$ cat config.mk
export PLATFORM = sky130hd
export DESIGN_NAME = planar_pixel_fetch
export DESIGN_NICKNAME = d
export VERILOG_FILES = /design/src/rtl/pfu_pkg.sv /design/src/rtl/pfu_addr_gen.sv /design/src/rtl/pfu_plane_shifter.sv /design/src/rtl/planar_pixel_fetch.sv
export SDC_FILE = /design/constraint.sdc
export NUM_CORES = 1
export LEC_CHECK = 0
export BUFFER_PORTS_ARGS = -buffer_cell sky130_fd_sc_hd__buf_4
export CAP_MARGIN = 15
export CORE_ASPECT_RATIO = 0.75
export CORE_MARGIN = 2
export CORE_UTILIZATION = 40
export CTS_CLUSTER_SIZE = 40
export DETAILED_ROUTE_END_ITERATION = 16
export HOLD_SLACK_MARGIN = 0.12
export SETUP_SLACK_MARGIN = 0.2
export SLEW_MARGIN = 40
export SYNTH_ARGS = -nofsm -noshare
export SYNTH_HDL_FRONTEND = slang
export SYNTH_SLANG_ARGS = --single-unit
$ cat constraint.sdc
create_clock -name clk -period 7.35 [get_ports clk]
set_input_delay 1.1025 -clock clk [delete_from_list [all_inputs] [get_ports clk]]
set_output_delay 1.1025 -clock clk [all_outputs]
set_load 0.01 [all_outputs]
$ cat src/rtl/pfu_pkg.sv
package pfu_pkg;
  localparam int WORD_W = 16;

  typedef enum logic [1:0] {
    ST_IDLE,
    ST_FETCH,
    ST_EMIT
  } pfu_state_e;
endpackage

$ cat src/rtl/pfu_addr_gen.sv
// Address generator: only adders at run time. The row stride is the one
// product, and it is formed from configuration that is already latched.
module pfu_addr_gen #(
  parameter int ADDR_W  = 24,
  parameter int DIM_W   = 12,
  parameter int DEPTH_W = 4
) (
  input  logic              clk,
  input  logic              rst_n,
  input  logic              ld,
  input  logic              interleaved,
  input  logic [DIM_W-1:0]  row_bytes,
  input  logic [DEPTH_W-1:0] depth,
  input  logic [ADDR_W-1:0] plane_base,
  input  logic              plane_step,
  input  logic              plane_clr,
  input  logic              word_step,
  input  logic              word_clr,
  input  logic              row_step,
  output logic [ADDR_W-1:0] addr
);
  logic [ADDR_W-1:0] stride;
  logic [ADDR_W-1:0] row_base_q, row_base_d;
  logic [ADDR_W-1:0] plane_off_q, plane_off_d;
  logic [ADDR_W-1:0] word_off_q, word_off_d;

  assign stride = interleaved ? ADDR_W'(row_bytes) * ADDR_W'(depth)
                              : ADDR_W'(row_bytes);

  always_comb begin
    row_base_d  = row_base_q;
    plane_off_d = plane_off_q;
    word_off_d  = word_off_q;
    if (ld) begin
      row_base_d  = '0;
      plane_off_d = '0;
      word_off_d  = '0;
    end else begin
      if (plane_clr)
        plane_off_d = '0;
      else if (plane_step && interleaved)
        plane_off_d = plane_off_q + ADDR_W'(row_bytes);
      if (word_clr)
        word_off_d = '0;
      else if (word_step)
        word_off_d = word_off_q + ADDR_W'(2);
      if (row_step)
        row_base_d = row_base_q + stride;
    end
  end

  always_ff @(posedge clk or negedge rst_n) begin
    if (!rst_n) begin
      row_base_q  <= '0;
      plane_off_q <= '0;
      word_off_q  <= '0;
    end else begin
      row_base_q  <= row_base_d;
      plane_off_q <= plane_off_d;
      word_off_q  <= word_off_d;
    end
  end

  assign addr = plane_base + row_base_q + plane_off_q + word_off_q;
endmodule

$ cat src/rtl/pfu_plane_shifter.sv
// One shift register per plane; the MSB of each one forms one index bit.
module pfu_plane_shifter #(
  parameter int PLANES  = 8,
  parameter int WORD_W  = 16,
  parameter int PSEL_W  = 3,
  parameter int DEPTH_W = 4
) (
  input  logic               clk,
  input  logic               rst_n,
  input  logic               load,
  input  logic [PSEL_W-1:0]  load_sel,
  input  logic [WORD_W-1:0]  load_data,
  input  logic               shift,
  input  logic [DEPTH_W-1:0] depth,
  output logic [PLANES-1:0]  index
);
  for (genvar g = 0; g < PLANES; g++) begin : g_plane
    logic [WORD_W-1:0] sh_q, sh_d;
    logic              ld_me;

    assign ld_me = load && (load_sel == PSEL_W'(g));

    always_comb begin
      sh_d = sh_q;
      if (ld_me)
        sh_d = load_data;
      else if (shift)
        sh_d = {sh_q[WORD_W-2:0], 1'b0};
    end

    always_ff @(posedge clk or negedge rst_n) begin
      if (!rst_n)
        sh_q <= '0;
      else
        sh_q <= sh_d;
    end

    assign index[g] = (DEPTH_W'(g) < depth) ? sh_q[WORD_W-1] : 1'b0;
  end
endmodule

$ cat src/rtl/planar_pixel_fetch.sv
// Planar bitplane pixel fetch unit. rst_n is asserted asynchronously and is
// expected to be released synchronously by the reset tree upstream.
module planar_pixel_fetch #(
  parameter int ADDR_W     = 24,
  parameter int DIM_W      = 12,
  parameter int MAX_PLANES = 8
) (
  input  logic                         clk,
  input  logic                         rst_n,
  input  logic                         start,
  input  logic [DIM_W-1:0]             cfg_row_bytes,
  input  logic [DIM_W-1:0]             cfg_rows,
  input  logic [$clog2(MAX_PLANES+1)-1:0] cfg_depth,
  input  logic                         cfg_interleaved,
  input  logic [MAX_PLANES*ADDR_W-1:0] cfg_bases,
  output logic                         busy,
  output logic                         cfg_error,
  output logic                         done,
  output logic                         mem_req,
  output logic [ADDR_W-1:0]            mem_addr,
  input  logic                         mem_ack,
  input  logic [15:0]                  mem_data,
  output logic                         pix_valid,
  input  logic                         pix_ready,
  output logic [MAX_PLANES-1:0]        pix_index,
  output logic                         pix_eol,
  output logic                         pix_eof
);
  import pfu_pkg::*;

  localparam int DEPTH_W = $clog2(MAX_PLANES + 1);
  localparam int PSEL_W  = (MAX_PLANES > 1) ? $clog2(MAX_PLANES) : 1;
  localparam int BIT_W   = $clog2(WORD_W);

  pfu_state_e state_q, state_d;
  logic [PSEL_W-1:0]  plane_q, plane_d;
  logic [BIT_W-1:0]   bit_q, bit_d;
  logic [DIM_W-1:0]   word_q, word_d, row_q, row_d;
  logic               err_q, err_d, done_q, done_d;

  logic [DIM_W-1:0]             rb_q, rows_q;
  logic [DEPTH_W-1:0]           depth_q;
  logic                         il_q;
  logic [MAX_PLANES*ADDR_W-1:0] bases_q;

  logic bad_cfg, cfg_ld, fetch_ack, last_plane, take, grp_end;
  logic last_word, last_row;
  logic [ADDR_W-1:0] sel_base;

  // ---- decode ----
  assign bad_cfg = cfg_row_bytes[0] || (cfg_row_bytes == '0) || (cfg_rows == '0)
                || (cfg_depth == '0) || (cfg_depth > DEPTH_W'(MAX_PLANES));
  assign cfg_ld     = (state_q == ST_IDLE) && start && !bad_cfg;
  assign fetch_ack  = (state_q == ST_FETCH) && mem_ack;
  assign last_plane = (DEPTH_W'(plane_q) == depth_q - DEPTH_W'(1));
  assign take       = (state_q == ST_EMIT) && pix_ready;
  assign grp_end    = take && (bit_q == BIT_W'(WORD_W - 1));
  assign last_word  = (word_q == (rb_q >> 1) - DIM_W'(1));
  assign last_row   = (row_q == rows_q - DIM_W'(1));
  assign sel_base   = il_q ? bases_q[ADDR_W-1:0]
                           : bases_q[int'(plane_q)*ADDR_W +: ADDR_W];

  // ---- next state ----
  always_comb begin
    state_d = state_q;
    plane_d = plane_q;
    bit_d   = bit_q;
    word_d  = word_q;
    row_d   = row_q;
    err_d   = err_q;
    done_d  = 1'b0;
    case (state_q)
      ST_IDLE: begin
        if (start) begin
          err_d = bad_cfg;
          if (!bad_cfg) begin
            state_d = ST_FETCH;
            plane_d = '0;
            bit_d   = '0;
            word_d  = '0;
            row_d   = '0;
          end
        end
      end
      ST_FETCH: begin
        if (mem_ack) begin
          if (last_plane) begin
            plane_d = '0;
            state_d = ST_EMIT;
          end else begin
            plane_d = plane_q + PSEL_W'(1);
          end
        end
      end
      ST_EMIT: begin
        if (pix_ready) begin
          bit_d = bit_q + BIT_W'(1);
          if (grp_end) begin
            if (!last_word) begin
              word_d  = word_q + DIM_W'(1);
              state_d = ST_FETCH;
            end else if (!last_row) begin
              word_d  = '0;
              row_d   = row_q + DIM_W'(1);
              state_d = ST_FETCH;
            end else begin
              state_d = ST_IDLE;
              done_d  = 1'b1;
            end
          end
        end
      end
      default: state_d = ST_IDLE;
    endcase
  end

  // ---- registers ----
  always_ff @(posedge clk or negedge rst_n) begin
    if (!rst_n) begin
      state_q <= ST_IDLE;
      plane_q <= '0;
      bit_q   <= '0;
      word_q  <= '0;
      row_q   <= '0;
      err_q   <= 1'b0;
      done_q  <= 1'b0;
    end else begin
      state_q <= state_d;
      plane_q <= plane_d;
      bit_q   <= bit_d;
      word_q  <= word_d;
      row_q   <= row_d;
      err_q   <= err_d;
      done_q  <= done_d;
    end
  end

  always_ff @(posedge clk or negedge rst_n) begin
    if (!rst_n) begin
      rb_q    <= '0;
      rows_q  <= '0;
      depth_q <= '0;
      il_q    <= 1'b0;
      bases_q <= '0;
    end else if (cfg_ld) begin
      rb_q    <= cfg_row_bytes;
      rows_q  <= cfg_rows;
      depth_q <= cfg_depth;
      il_q    <= cfg_interleaved;
      bases_q <= cfg_bases;
    end
  end

  pfu_addr_gen #(.ADDR_W(ADDR_W), .DIM_W(DIM_W), .DEPTH_W(DEPTH_W)) u_addr (
    .clk        (clk),
    .rst_n      (rst_n),
    .ld         (cfg_ld),
    .interleaved(il_q),
    .row_bytes  (rb_q),
    .depth      (depth_q),
    .plane_base (sel_base),
    .plane_step (fetch_ack && !last_plane),
    .plane_clr  (fetch_ack && last_plane),
    .word_step  (grp_end && !last_word),
    .word_clr   (grp_end && last_word),
    .row_step   (grp_end && last_word && !last_row),
    .addr       (mem_addr)
  );

  pfu_plane_shifter #(.PLANES(MAX_PLANES), .WORD_W(WORD_W), .PSEL_W(PSEL_W),
                      .DEPTH_W(DEPTH_W)) u_shift (
    .clk      (clk),
    .rst_n    (rst_n),
    .load     (fetch_ack),
    .load_sel (plane_q),
    .load_data(mem_data),
    .shift    (take),
    .depth    (depth_q),
    .index    (pix_index)
  );

  // ---- outputs ----
  assign busy      = (state_q != ST_IDLE);
  assign cfg_error = err_q;
  assign done      = done_q;
  assign mem_req   = (state_q == ST_FETCH);
  assign pix_valid = (state_q == ST_EMIT);
  assign pix_eol   = last_word && (bit_q == BIT_W'(WORD_W - 1));
  assign pix_eof   = pix_eol && last_row;

  // ---- assertions ----
  a_r7_hold_on_stall: assert property (@(posedge clk) disable iff (!rst_n)
    pix_valid && !pix_ready |=> pix_valid && $stable(pix_index)
                                && $stable(pix_eol) && $stable(pix_eof));

  a_r10_req_addr_stable: assert property (@(posedge clk) disable iff (!rst_n)
    mem_req && !mem_ack |=> mem_req && $stable(mem_addr));

  a_r6_no_fetch_during_emit: assert property (@(posedge clk) disable iff (!rst_n)
    pix_valid |-> !mem_req);

  a_r9_done_single: assert property (@(posedge clk) disable iff (!rst_n)
    done |=> !done);

  a_r9_done_after_last: assert property (@(posedge clk) disable iff (!rst_n)
    pix_valid && pix_ready && pix_eof |=> done && !busy);

  a_r8_eof_implies_eol: assert property (@(posedge clk) disable iff (!rst_n)
    pix_valid && pix_eof |-> pix_eol);

  a_r1_upper_bits_zero: assert property (@(posedge clk) disable iff (!rst_n)
    pix_valid |-> ((pix_index >> depth_q) == '0));

  a_r5_error_means_idle: assert property (@(posedge clk) disable iff (!rst_n)
    cfg_error |-> !busy && !mem_req);
endmodule

Word-level counts from Yosys, hierarchy flattened
Cells that the tools add are included.

Register bits after elaboration: 456. Bits in latches: 0. Memory bits (writable): 0. ROM bits: 0. Input bits: 242. Output and inout port bits: 39. Memories kept: 0.

$add $sub $neg: 13. Multipliers: 2. Div/mod/pow operators: 0. $lt $le $gt $ge: 9. Equality and inequality tests: 22. Shift operators: 1. Mux-type cells: 69. Bitwise logic cells: 0. Reductions and logical operators: 54.

Operators with widths (number): 2-to-1 mux 16 bit (17); 2-to-1 mux 24 bit (9); variable part select 192 x 9 -> 24 bit (1); 2-to-1 mux 12 bit (10); adder 24 bit (4); case mux 12 bit (2 select lines) (2); adder 12 x 1 -> 12 bit (second input constant) (2); adder 24 x 12 -> 24 bit (1); adder 24 x 2 -> 24 bit (second input constant) (1); == test 12 bit (2); zero test 12 bit (2); nonzero test 2 bit (12); logical AND 1 bit (21); < comparator 3 x 4 -> 1 bit (first input constant) (4); multiplier 12 x 4 -> 16 bit (1); 2-to-1 mux 1 bit (15); == test 3 bit (second input constant) (4); 2-to-1 mux 2 bit (6); 2-to-1 mux 3 bit (4); 2-to-1 mux 4 bit (3); AND reduction 6 bit (2); subtractor 11 x 1 -> 12 bit (second input constant) (1); subtractor 12 x 1 -> 12 bit (second input constant) (1); inequality test 2 x 1 -> 1 bit (second input constant) (5); other kinds (27) (40).

Depth between registers and ports, before layout
Gate-level depths: netlist of the first run.

Depth after elaboration: 8. Mapped depth: 25. Gate-level depth less buffers: 23.

Hierarchy
A second synthesis of the first run with hierarchy kept.

Cell total of the unflattened synthesis: 2756. Area, all modules: 27228.6 um^2.

Modules (own cells, without submodules): planar_pixel_fetch (times used 1, cells an instance 1425, area each 12756.0 um^2, seq. area each 6406.1 um^2); pfu_addr_gen (times used 1, cells an instance 896, area each 8059.0 um^2, seq. area each 1776.7 um^2); pfu_plane_shifter (times used 1, cells an instance 435, area each 6413.7 um^2, seq. area each 3203.1 um^2).

Worst setup path after synthesis of the first run
Ideal clock, no wire load.

Path kind: reg-to-output. From: register plane_q[0]. To: output mem_addr[23]. Arrival time: 5546 ps. Required time: 6247 ps. Setup slack: 702 ps. Stages on the path, launching flop included: 20. Path through: dfrtp_1 clkbuf_1 buf_1 clkbuf_1 mux4_2 mux2i_1 o21ai_0 fa_1 fa_1 ha_1 inv_1 fa_1 nor2b_1 o211ai_1 a31oi_1 a31oi_1 o311ai_0 a21o_1 a21oi_1 xnor2_1.

Cells in the longest elaborated chain, start to end: 6.

Ends and longest elaborated chain: from (decl) (line planar_pixel_fetch.sv:36) `logic [PSEL_W-1:0] plane_q, plane_d;`; from (signal assigned) (line planar_pixel_fetch.sv:129) `plane_q <= plane_d;`; multiplier 3 x 2 -> 5 bit (line planar_pixel_fetch.sv:61) `: bases_q[int'(plane_q)*ADDR_W +: ADDR_W];`; variable part select 192 x 9 -> 24 bit (line planar_pixel_fetch.sv:61); 2-to-1 mux 24 bit (line planar_pixel_fetch.sv:60) `assign sel_base = il_q ? bases_q[ADDR_W-1:0]`; adder 24 bit (3 in a row) (line pfu_addr_gen.sv:64) `assign addr = plane_base + row_base_q + plane_off_q + word_off_q;`; to (decl) (line planar_pixel_fetch.sv:20) `output logic [ADDR_W-1:0] mem_addr,`.

Every way passes these cells.

Worst setup path after layout of the first run
From: register plane_q[0]. To: output mem_addr[22].

The elaborated chain is that of the path after synthesis.

==> reports/metrics.cfg, run 1 <==
[synth]
synth_fp_nets = 3332
synthesis.area_um2 = 26500
netlist_top_cells_area = dfrtp_1 (43%), nand2_1 (15%), fa_1 (5.1%), ha_1 (4.1%), mux4_2 (4.1%)
synthDistinctLibCells = 76
syn-mean-instance-area_um2 = 9.01
yosys_warnings = 0
synth_common_cells = nand2_1 (1,028), dfrtp_1 (455), o21ai_0 (161)
synth_edf_count = 0
synthCells = 2936
yosysMostFrequentCell = nand2_1
yosysTopAreaCell = dfrtp_1
yosysSeqAreaShare_pct = 43.0
synth_flop_cell = dfrtp_1
synth_top_cell_area_share_pct = 43.0
ys_ff_latch = 455
async_flop_share_pct = 100

[routing]
routed_wl_mm = 82.5
ant_nets = 0
vias_per_cell = 5.47
wl_per_cell_um = 20.4
drt-initial-drc-count = 1994
drtPass1Iterations = 5
drc = 0
via_count = 22172

[clocking]
holdBufCountCts = 0
clockBufferDepth = 3
htree_levels = 2
cts_tree = yes
cts_root_buf = clkbuf_16
cts-buffers-inserted = 48
cts.sinks = 455
clk_pin_slew_worst_paths_ns = 0.06
clk_latency_ns = 0.61

[run_status]
status = complete, no violations

[worst_setup_path]
crit_path_end_kind = output port
r2r_setup_slack_ns = 1.06
reg2regPathDepth = 19
critPathLaunchType = register
r2r_start = depth_q[3]
critical_path_required_ns = 6.25
worstPathMaxFanout = 12
worstReg2RegEnd = u_addr.row_base_q[19]
crit_type = register to output port
cp_data_arrival_time_ns = 5.81

[timing]
tightest_slew_ns = 0.872
finalSetupViolCount = 0
hold_violations = 0
finalWorstSetupSlack_ns = 0.441
period_needed_ns = 6.91
slew_headroom_pct = 41.3
finalMaxSlewViolations = 0
clock.fmax_mhz = 145
rsz0062_at_grt = no
fin_crit_sh_pct = 94.0
clock_skew_ns = 0.0470
whs_ns = 0.415
fin_setup_tns_ns = 0

[final_layout]
final_nets = 3541
final_util_pct = 47.9
finalNonFillerCells = 4051
areaGrowthSynthToFinish_pct = 18.1
n_antenna_cell = 0
fin_area_um2 = 31300
final_layout_size_suffix_gt1_share_pct = 15.6

[power_and_ir_drop]
totalPowerFinal_mw = 14.3
ir_drop_mv = 0.383
leakage_nw = 15.4
power_per_cell_area_nw_per_um2 = 457

[die]
start_util_pct = 40.5
io_pins = 281
die_area_um2 = 68200
rows = 81
die_h_um = 227
core_um2 = 65300
die_x_um = 301

[place]
portBuffers = 280
hpwlAfterDp_mm = 60.5
place_congestion = 0.921
dpl_worst_slack_ns = 0.652
dpl.cell_count = 3950
postPlaceCellArea_um2 = 29400

[flow_run]
drv_cap = 0

[global_routing]
grt_overflow_total = 0
antenna_found_initial = 0
grt_pass1_vias = 21877
grt_use_total_pct = 24.4
grt_start_max_net_pins = 199
grt_pass1_wl_mm = 129

[min_path]
min_path_type = primary input to asynchronous set/reset pin

metal layers:
layer | up-vias | global-route usage [%] | part of all wire (%)
met5 | - | 0 | 0
met4 | 0 | 6.88 | 2.7
met3 | 123 | 3.33 | 5.8
met2 | 605 | 38.1 | 46
met1 | 11060 | 35.3 | 46
li1 | 10384 | - | -
critical path, cell delays in order (launching register included):
cell      delay [ns]
dfrtp_4         0.52
buf_4           0.23
mux4_2          0.35
mux2i_1         0.06
o21ai_0         0.68
fa_1            0.58
fa_1            0.49
ha_1            0.39
a21o_1          0.23
o41ai_2         0.60
a211oi_1        0.19
a2111o_1        0.41
a21oi_1         0.18
xnor2_1         0.14
buf_4           0.14
power by group:
group | total [mW] | internal [mW] | switching, mW
registers | 4.31 | 3.43 | 0.877
logic | 7.40 | 3.19 | 4.21
clock network | 2.59 | 1.48 | 1.10
registers in the layout, indices dropped and copies added (netlist names), 12 cells and up:
| signal | cells |
|---|---|
| word_q | 12 |
| rb_q | 12 |
| u_addr.row_base_q | 24 |
| bases_q | 192 |
| u_shift.g_plane.sh_q | 128 |
| rows_q | 12 |
| row_q | 12 |
| u_addr.plane_off_q | 24 |
| u_addr.word_off_q | 23 |
layout by cell type, fill, tap and decap left out, types with 8 or more instances in the layout:
cell type and n:
nor2_1 73, mux2i_1 75, nand3_1 43, or4_1 14, o211ai_1 14, nor2b_1 17, clkinv_2 8, nor4_1 12
o21ai_1 13, a22oi_1 90, inv_1 71, nand2b_1 27, a31oi_1 10, and3_1 26, nand2_1 1027, xor2_1 38
xnor2_1 52, fa_1 67, and2_1 40, or3_1 18, ha_1 87, buf_4 312, o21ai_0 159, a21oi_1 74
nand4_1 15, nor3_1 40, a21o_1 21, clkbuf_16 48, mux4_2 48, dfrtp_1 452, o31ai_1 25
what timing repair did:
action                     CTS  global route
resized for setup            1             4
hold endpoints to repair     0             0
pin swaps                    0             1
setup buffers                1            11
setup endpoints to repair    4             5
layout make-up:
type	count	area [µm²]
Inverter	72	274
Timing Repair Buffer	329	2690
Fill cell	6160	34000
Clock buffer	61	1310
Clock inverter	24	333
Tap cell	871	1090
Sequential cell	455	11400
Multi-Input combinational cell	2239	14200
logic make-up after synthesis:
logic type	Yosys count	synth area share [%]
DFF	455	43.0
xor gates and xnor gates	90	2.98
and+or+nand+nor	1388	22.4
buffers and inverters	242	3.62
adders and majority gates	154	9.18
AOI/OAI and AO/OA	477	11.6
muxes	130	7.22
worst max-delay path by stage:
stage | start | endpoint | slack [ns] | cells after the start
after floorplan | plane_q[0] | mem_addr[23] | 0.70 | 19
after global placement | plane_q[0] | mem_addr[22] | 0.69 | 15
after detailed placement | plane_q[0] | mem_addr[22] | 0.65 | 14
after CTS | plane_q[1] | mem_addr[21] | 0.24 | 16
after global routing | plane_q[1] | mem_addr[22] | 0.21 | 15
final | plane_q[0] | mem_addr[22] | 0.44 | 14
(Power assumes the default switching activity.)
==> inputs of run 2 (changes only) <==
==> constraint.sdc (replaced) <==
create_clock -name clk -period 8.7 [get_ports clk]
set_input_delay 1.305 -clock clk [delete_from_list [all_inputs] [get_ports clk]]
set_output_delay 1.305 -clock clk [all_outputs]
set_load 0.01 [all_outputs]
==> run 2 against run 1 <==
Effect of this change: sequential power down 14%; sequential cell count unchanged; cell area down 0.73%; via count down 0.36%; wire length up 0.18%; setup slack better by 0.46 ns.
==> reports/metrics.cfg, run 2 (synthesis gave the netlist of run 1 again) <==
[run_status]
status = complete, no violations

[clocking]
clk_pin_slew_worst_paths_ns = 0.06  ; about the same
clockBufferDepth = 3  ; unchanged
cts.sinks = 455  ; unchanged
cts_root_buf = clkbuf_16
holdBufCountCts = 0  ; unchanged
post_cts_buffers = 0  ; -1
cts_resized = 0  ; -1
clk_latency_ns = 0.61  ; about the same
htree_levels = 2  ; unchanged
cts-buffers-inserted = 49  ; +2.1%
cts_tree = yes

[worst_setup_path]
cp_data_arrival_time_ns = 6.49  ; +0.68 ns
crit_type = register to output port
crit_buf_inv = 2  ; unchanged
crit_path_end_kind = output port
worstPathMaxFanout = 27  ; +15
cpMaxStageDelayCell = o41ai_1
reg2regPathDepth = 19  ; unchanged
path_cells = buf_12 > mux4_2 > mux2i_1 > o21ai_0 > fa_1 > fa_1 > ha_1 > a21oi_1 > o211a_1 > a211oi_1 > o41ai_1 > a211oi_1 > a2111o_1 > a21oi_1 > xnor2_1 > buf_4
critical_path_required_ns = 7.39  ; +1.14 ns
path_delay_family = compound AO/OA/AOI/OAI gates
critPathLaunchType = register
worstReg2RegEnd = u_addr.row_base_q[19]
slowest_delay_ns = 0.85  ; +0.17 ns
r2r_setup_slack_ns = 2.33  ; +1.27 ns
r2r_start = depth_q[3]

[power_and_ir_drop]
power_per_cell_area_nw_per_um2 = 388  ; -15%
ir_drop_mv = 0.285  ; -26%
leakage_nw = 15.3  ; -0.80%
totalPowerFinal_mw = 12.0  ; -16%

[final_layout]
final_nets = 3516  ; -0.71%
mostFrequentLayoutCells = nand2_1 (1,027), dfrtp_1 (452), buf_4 (291), o21ai_0 (151), a22oi_1 (90)
largest_reg_flops = 192  ; unchanged
largestRegisters = bases_q: 192 flops, u_shift.g_plane.sh_q: 128 flops
areaGrowthSynthToFinish_pct = 17.3
final_common_cell = nand2_1
final_util_pct = 47.5  ; -0.35 points
regMostFlops = bases_q
n_antenna_cell = 0  ; unchanged
final_layout_size_suffix_gt1_share_pct = 14.9  ; -0.75 points

[timing]
period_needed_ns = 7.80
slew_headroom_pct = 39.3  ; -2.0 points
finalSetupViolCount = 0  ; unchanged
hold_violations = 0  ; unchanged
clock.fmax_mhz = 128
fin_crit_sh_pct = 89.6
finalMaxSlewViolations = 0  ; unchanged
tightest_slew_ns = 0.899  ; +0.0272 ns
fin_setup_tns_ns = 0  ; unchanged
rsz0062_at_grt = no
clock_skew_ns = 0.0170  ; -0.0299 ns

[die]
die_area_um2 = 68200  ; unchanged
core_um2 = 65300  ; unchanged
start_util_pct = 40.5  ; unchanged
io_pins = 281  ; unchanged
die_h_um = 227  ; unchanged
rows = 81  ; unchanged
die_x_um = 301  ; unchanged

[routing]
vias_per_cell = 5.48  ; +0.19%
wl_per_cell_um = 20.5  ; +0.73%
routed_wl_mm = 82.6  ; +0.18%
ant_nets = 0  ; unchanged
drc = 0  ; unchanged
drt-initial-drc-count = 1959  ; -1.8%
drtPass1Iterations = 5  ; unchanged
via_count = 22093  ; -0.36%

[min_path]
min_path_type = register to register
hold_end = u_shift.g_plane[3].sh_q[15]
holdPathStages = 2
worstHoldStart = u_shift.g_plane[3].sh_q[15]

[global_routing]
grt_start_max_net_pins = 186  ; -6.5%
grt_pass1_wl_mm = 128  ; -0.80%
grt_overflow_total = 0  ; unchanged
antenna_found_initial = 2  ; +2
grt_use_total_pct = 24.3  ; -0.042 points
grt_pass1_vias = 21998  ; +0.55%

[place]
hpwlAfterDp_mm = 60.3  ; -0.28%
place_congestion = 0.946  ; +2.8%
portBuffers = 280  ; unchanged

[flow_run]
drv_cap = 0  ; unchanged

-- run 2: cell count changes in the layout (fill, tap and decap cells not counted), moves of 3 or more --
cell	before	now
buf_16	6	3
buf_4	312	291
clkbuf_1	7	10
clkbuf_8	6	9
clkinvlp_4	6	2
o21ai_0	159	151
o21ai_1	13	21
-- run 2: area by class of cell --
type                       instances  area, µm²
multi-input combinational       2239      14100
sequential                       455      11400
clock buffer                      68       1390
inverter                          72        270
clock inverter                    21        322
timing repair buffer             303       2410
fill                            6189      34200
tap                              871       1090
-- run 2: how the worst max path moves through the flow --
stage                     startpoint      endpoint  slack (ns)  depth (start not counted)
after floorplan           plane_q[0]  mem_addr[23]        1.85                         19
after global placement    plane_q[0]  mem_addr[22]        1.40                         15
after detailed placement  plane_q[0]  mem_addr[22]        1.54                         16
after CTS                 plane_q[0]  mem_addr[22]        0.84                         16
after global routing      plane_q[0]  mem_addr[22]        0.49                         16
final                     plane_q[0]  mem_addr[22]        0.90                         16
-- run 2: tightest hold or removal path: stages (launching register included) --
cell	delay, ns
dfrtp_1	0.33
nand2_1	0.05
nand2_1	0.05
-- run 2: metrics by stage --
stage	instance area [µm²]	cells	worst slack, ns	hold slack [ns]
floorplan	26500	2936	1.85	0.438
global placement	29200	3934	1.40	0.452
detailed placement	29300	3938	1.54	0.456
CTS	31000	4027	0.843	0.471
global route	31000	4029	0.486	0.495
finish	31000	4029	0.901	0.466
-- run 2: metal layers --
layer / routed length, µm / vias to the layer above / share of wire [%] / track usage, %
li1: - / 10333 / - / -
met1: 36400 / 10883 / 44 / 33.1
met2: 36600 / 718 / 44 / 37.4
met3: 6480 / 157 / 7.8 / 6.16
met4: 3050 / 2 / 3.7 / 8.99
met5: 16 / - / 0.019 / 0
-- run 2: report_power, final --
part / total [mW] / switching (mW) / internal (mW)
registers: 3.69 / 0.789 / 2.90
clock network: 2.25 / 0.928 / 1.33
logic: 6.09 / 3.49 / 2.60
total: 12.0 / 5.21 / 6.82
==> inputs of run 3 (changes only) <==
--- a/config.mk
+++ b/config.mk
@@ -5,12 +5,13 @@
 export SDC_FILE = /design/constraint.sdc
 export NUM_CORES = 1
 export LEC_CHECK = 0
+export ABC_AREA = 1
 export BUFFER_PORTS_ARGS = -buffer_cell sky130_fd_sc_hd__buf_4
 export CAP_MARGIN = 15
 export CORE_ASPECT_RATIO = 0.75
 export CORE_MARGIN = 2
 export CORE_UTILIZATION = 40
-export CTS_CLUSTER_SIZE = 40
+export CTS_CLUSTER_SIZE = 10
 export DETAILED_ROUTE_END_ITERATION = 16
 export HOLD_SLACK_MARGIN = 0.12
 export SETUP_SLACK_MARGIN = 0.2
==> run 3 against run 2 <==
Effect of this change: clock skew increased by 0.020 ns; largest power group unchanged; total power increased by 5.6%; critical path type unchanged; global-route usage increased by 1.6 points; critical endpoint is now mem_addr[19].
==> reports/metrics.cfg, run 3 <==
[run_status]
status = complete, no violations

[clocking]
clockBufferDepth = 3  ; unchanged
post_cts_buffers = 0  ; unchanged
clk_pin_slew_worst_paths_ns = 0.06  ; about the same
clk_latency_ns = 0.63  ; +0.02 ns
cts.sinks = 455  ; unchanged
cts_resized = 0  ; unchanged
cts_root_buf = clkbuf_16
htree_levels = 2  ; unchanged
cts_tree = yes
cts-buffers-inserted = 53  ; +8.2%
holdBufCountCts = 0  ; unchanged

[synth]
synth_edf_count = 0  ; unchanged
synthDistinctLibCells = 51  ; -33%
async_flop_share_pct = 100  ; unchanged
syn-mean-instance-area_um2 = 7.70  ; -15%
synthesis.area_um2 = 28000  ; +6.0%
synth_common_cells = nand2_1 (1,090), dfrtp_1 (455), inv_1 (364)
synth_fp_nets = 4039  ; +21%
yosysTopAreaCell = dfrtp_1
yosysSeqAreaShare_pct = 40.6  ; -2.4 points
yosysMostFrequentCell = nand2_1
yosys_warnings = 0  ; unchanged
netlist_top_cells_area = dfrtp_1 (41%), nand2_1 (15%), o21ai_0 (5.7%), inv_1 (4.9%), fa_1 (4.8%)
synth_flop_cell = dfrtp_1
synth_top_cell_area_share_pct = 40.6  ; -2.4 points
ys_ff_latch = 455  ; unchanged
synthCells = 3643  ; +24%

[routing]
drc = 0  ; unchanged
drtPass1Iterations = 6  ; +1
via_count = 25653  ; +16%
routed_wl_mm = 94.1  ; +14%
wl_per_cell_um = 19.6  ; -4.2%
vias_per_cell = 5.35  ; -2.4%
drt-initial-drc-count = 2891  ; +48%
ant_nets = 0  ; unchanged

[place]
place_congestion = 0.937  ; -0.97%
dpl.cell_count = 4723  ; +20%
portBuffers = 280  ; unchanged
hpwlAfterDp_mm = 70.2  ; +16%

[final_layout]
final_layout_size_suffix_gt1_share_pct = 10.6  ; -4.3 points
finalNonFillerCells = 4794  ; +19%
mostFrequentLayoutCells = nand2_1 (1,090), dfrtp_1 (453), inv_1 (362), o21ai_0 (317), buf_4 (293)
regMostFlops = bases_q
multi_input_area_um2 = 14500  ; +2.5%
areaGrowthSynthToFinish_pct = 15.5
final_util_pct = 46.5  ; -1.1 points
final_nets = 4228  ; +20%
n_antenna_cell = 0  ; unchanged
register_area_um2 = 11400  ; about the same
nFillCells = 7079  ; +14%
largestRegisters = bases_q: 192 flops, u_shift.g_plane.sh_q: 128 flops
final_common_cell = nand2_1
largest_reg_flops = 192  ; unchanged

[timing]
fin_setup_tns_ns = 0  ; unchanged
period_needed_ns = 6.96  ; -0.838 ns
tightest_slew_ns = 0.805  ; -0.0940 ns
rsz0062_at_grt = no
clock.fmax_mhz = 144  ; +12%
clock_skew_ns = 0.0369  ; +0.0199 ns
finalSetupViolCount = 0  ; unchanged
hold_violations = 0  ; unchanged
slew_headroom_pct = 46.0  ; +6.7 points
fin_crit_sh_pct = 80.0  ; -9.6 points
finalMaxSlewViolations = 0  ; unchanged

[die]
die_h_um = 233  ; +2.9%
core_um2 = 69700  ; +6.8%
die_x_um = 310  ; +2.9%
rows = 84  ; +3.7%
start_util_pct = 40.2  ; -0.30 points
die_area_um2 = 72200  ; +5.9%
io_pins = 281  ; unchanged

[power_and_ir_drop]
power.share.clock_pct = 16.7  ; -2.0 points
internal-power_mw = 6.71  ; -1.6%
ir_drop_mv = 0.365  ; +28%
leakage_nw = 16.3  ; +6.9%
power_per_cell_area_nw_per_um2 = 392  ; +1.2%
p_comb_share_pct = 53.9  ; +3.3 points
p_seq_share_pct = 29.4  ; -1.2 points
p_switching_mw = 5.99  ; +15%
p_sw_share_pct = 47.1  ; +3.8 points

[worst_setup_path]
crit_buf_inv = 4  ; +2
path_cells = inv_4 > buf_4 > o21ai_0 > o221ai_1 > nand3_1 > o21ai_0 > fa_1 > fa_1 > ha_1 > a21oi_1 > o21ai_0 > buf_4 > a21oi_1 > nor2_1 > nor2_1 > nor3_1 > nor2_1 > xnor2_1 > buf_4
crit_type = register to output port
worstReg2RegEnd = u_addr.row_base_q[15]
worstSetupStartpoint = plane_q[0]
worstPathMaxFanout = 79  ; +190%
critPathLaunchType = register
path_depth = 19  ; +3
slowest_delay_ns = 0.53  ; -0.32 ns
path_delay_family = adder cells
crit_path_end_kind = output port
cp_data_arrival_time_ns = 5.66  ; -0.83 ns
critPathCapture = mem_addr[19]
critical_path_required_ns = 7.39  ; about the same
r2r_setup_slack_ns = 3.35  ; +1.02 ns
reg2regPathDepth = 24  ; +5
r2r_start = depth_q[3]
cpMaxStageDelayCell = fa_1

[global_routing]
grt_start_max_net_pins = 105  ; -44%
grt_use_total_pct = 26.0  ; +1.6 points
grt_overflow_total = 0  ; unchanged
grt_pass1_vias = 23930  ; +8.8%
antenna_found_initial = 1  ; -1
grt_pass1_wl_mm = 145  ; +13%

[flow_run]
drv_cap = 0  ; unchanged

[min_path]
min_path_type = register to register

-- run 3: changes by cell type in the layout (fill, tap and decap cells not counted), sizes merged, moves of 29 or more --
cell	before	now
and2	42	0
mux2i	75	1
a22oi	90	47
o221ai	0	80
a21oi	74	119
inv	72	372
mux4	48	0
o21ai	172	321
nand2	1028	1098
and3	29	0
xor2	38	73
nor2	78	285
nand3	43	227
-- run 3: cells by family (layout without fill, tap and decap cells) --
kind of cell | count (synthesis) | count (layout) | synth area share (%)
AND/OR/NAND/NOR | 1717 | 1717 | 25.4
AO/OA/AOI/OAI | 653 | 653 | 13.8
buffers and inverters | 544 | 749 | 7.73
flip-flops | 455 | 455 | 40.6
adder cells (fa/ha/maj) | 154 | 154 | 8.67
XOR/XNOR | 119 | 119 | 3.72
multiplexers | 1 | 1 | 0.0357
-- run 3: layout make-up --
| cell class | instances | share of cell area, % |
|---|---|---|
| Timing Repair Buffer | 301 | 7.16 |
| Clock buffer | 65 | 4.33 |
| Sequential cell | 455 | 35.2 |
| Clock inverter | 6 | 0.448 |
| Inverter | 377 | 4.40 |
| Tap cell | 946 | 3.66 |
| Multi-Input combinational cell | 2644 | 44.8 |
-- run 3: routing by layer --
| metal | GRT usage [%] | vias to the layer above | part of all wire, % |
|---|---|---|---|
| met5 | 0 | - | 0 |
| met4 | 5.81 | 0 | 2.1 |
| met3 | 4.16 | 106 | 6.9 |
| met2 | 37.6 | 859 | 43 |
| met1 | 40.2 | 12405 | 48 |
| li1 | - | 12283 | - |
-- run 3: worst min path at each step --
stage | startpoint | endpoint | cells after the start
floorplan | bases_q[144] | bases_q[144] | 2
detailed placement | bases_q[148] | bases_q[148] | 2
global placement | bases_q[144] | bases_q[144] | 2
CTS | bases_q[30] | bases_q[30] | 2
finish | bases_q[59] | bases_q[59] | 2
global route | bases_q[139] | bases_q[139] | 2
-- run 3: power groups by stage --
stage / logic, mW / registers [mW] / clock network, mW
final: 6.85 / 3.74 / 2.12
after global routing: 7.71 / 3.82 / 2.24
after CTS: 6.88 / 3.72 / 2.15
after detailed placement: 6.84 / 3.75 / 0
after global placement: 6.78 / 3.75 / 0
after floorplan: 4.75 / 3.35 / 0
-- run 3: tightest hold or removal path, delay by kind of cell (launching register included) --
kind	cells	cell delay, ns
DFF	1	0.34
and+or+nand+nor	2	0.10
-- run 3: through the flow --
step                      hold slack [ns]  power (mW)  cell area (µm²)  setup WS (ns)
after detailed placement            0.458        10.6            30800           2.43
after global placement              0.452        10.5            30800           2.45
after CTS                           0.472        12.8            32400           1.74
final                               0.472        12.7            32400           1.74
after floorplan                     0.437        8.10            28000           2.92
after global routing                0.488        13.8            32400           1.31
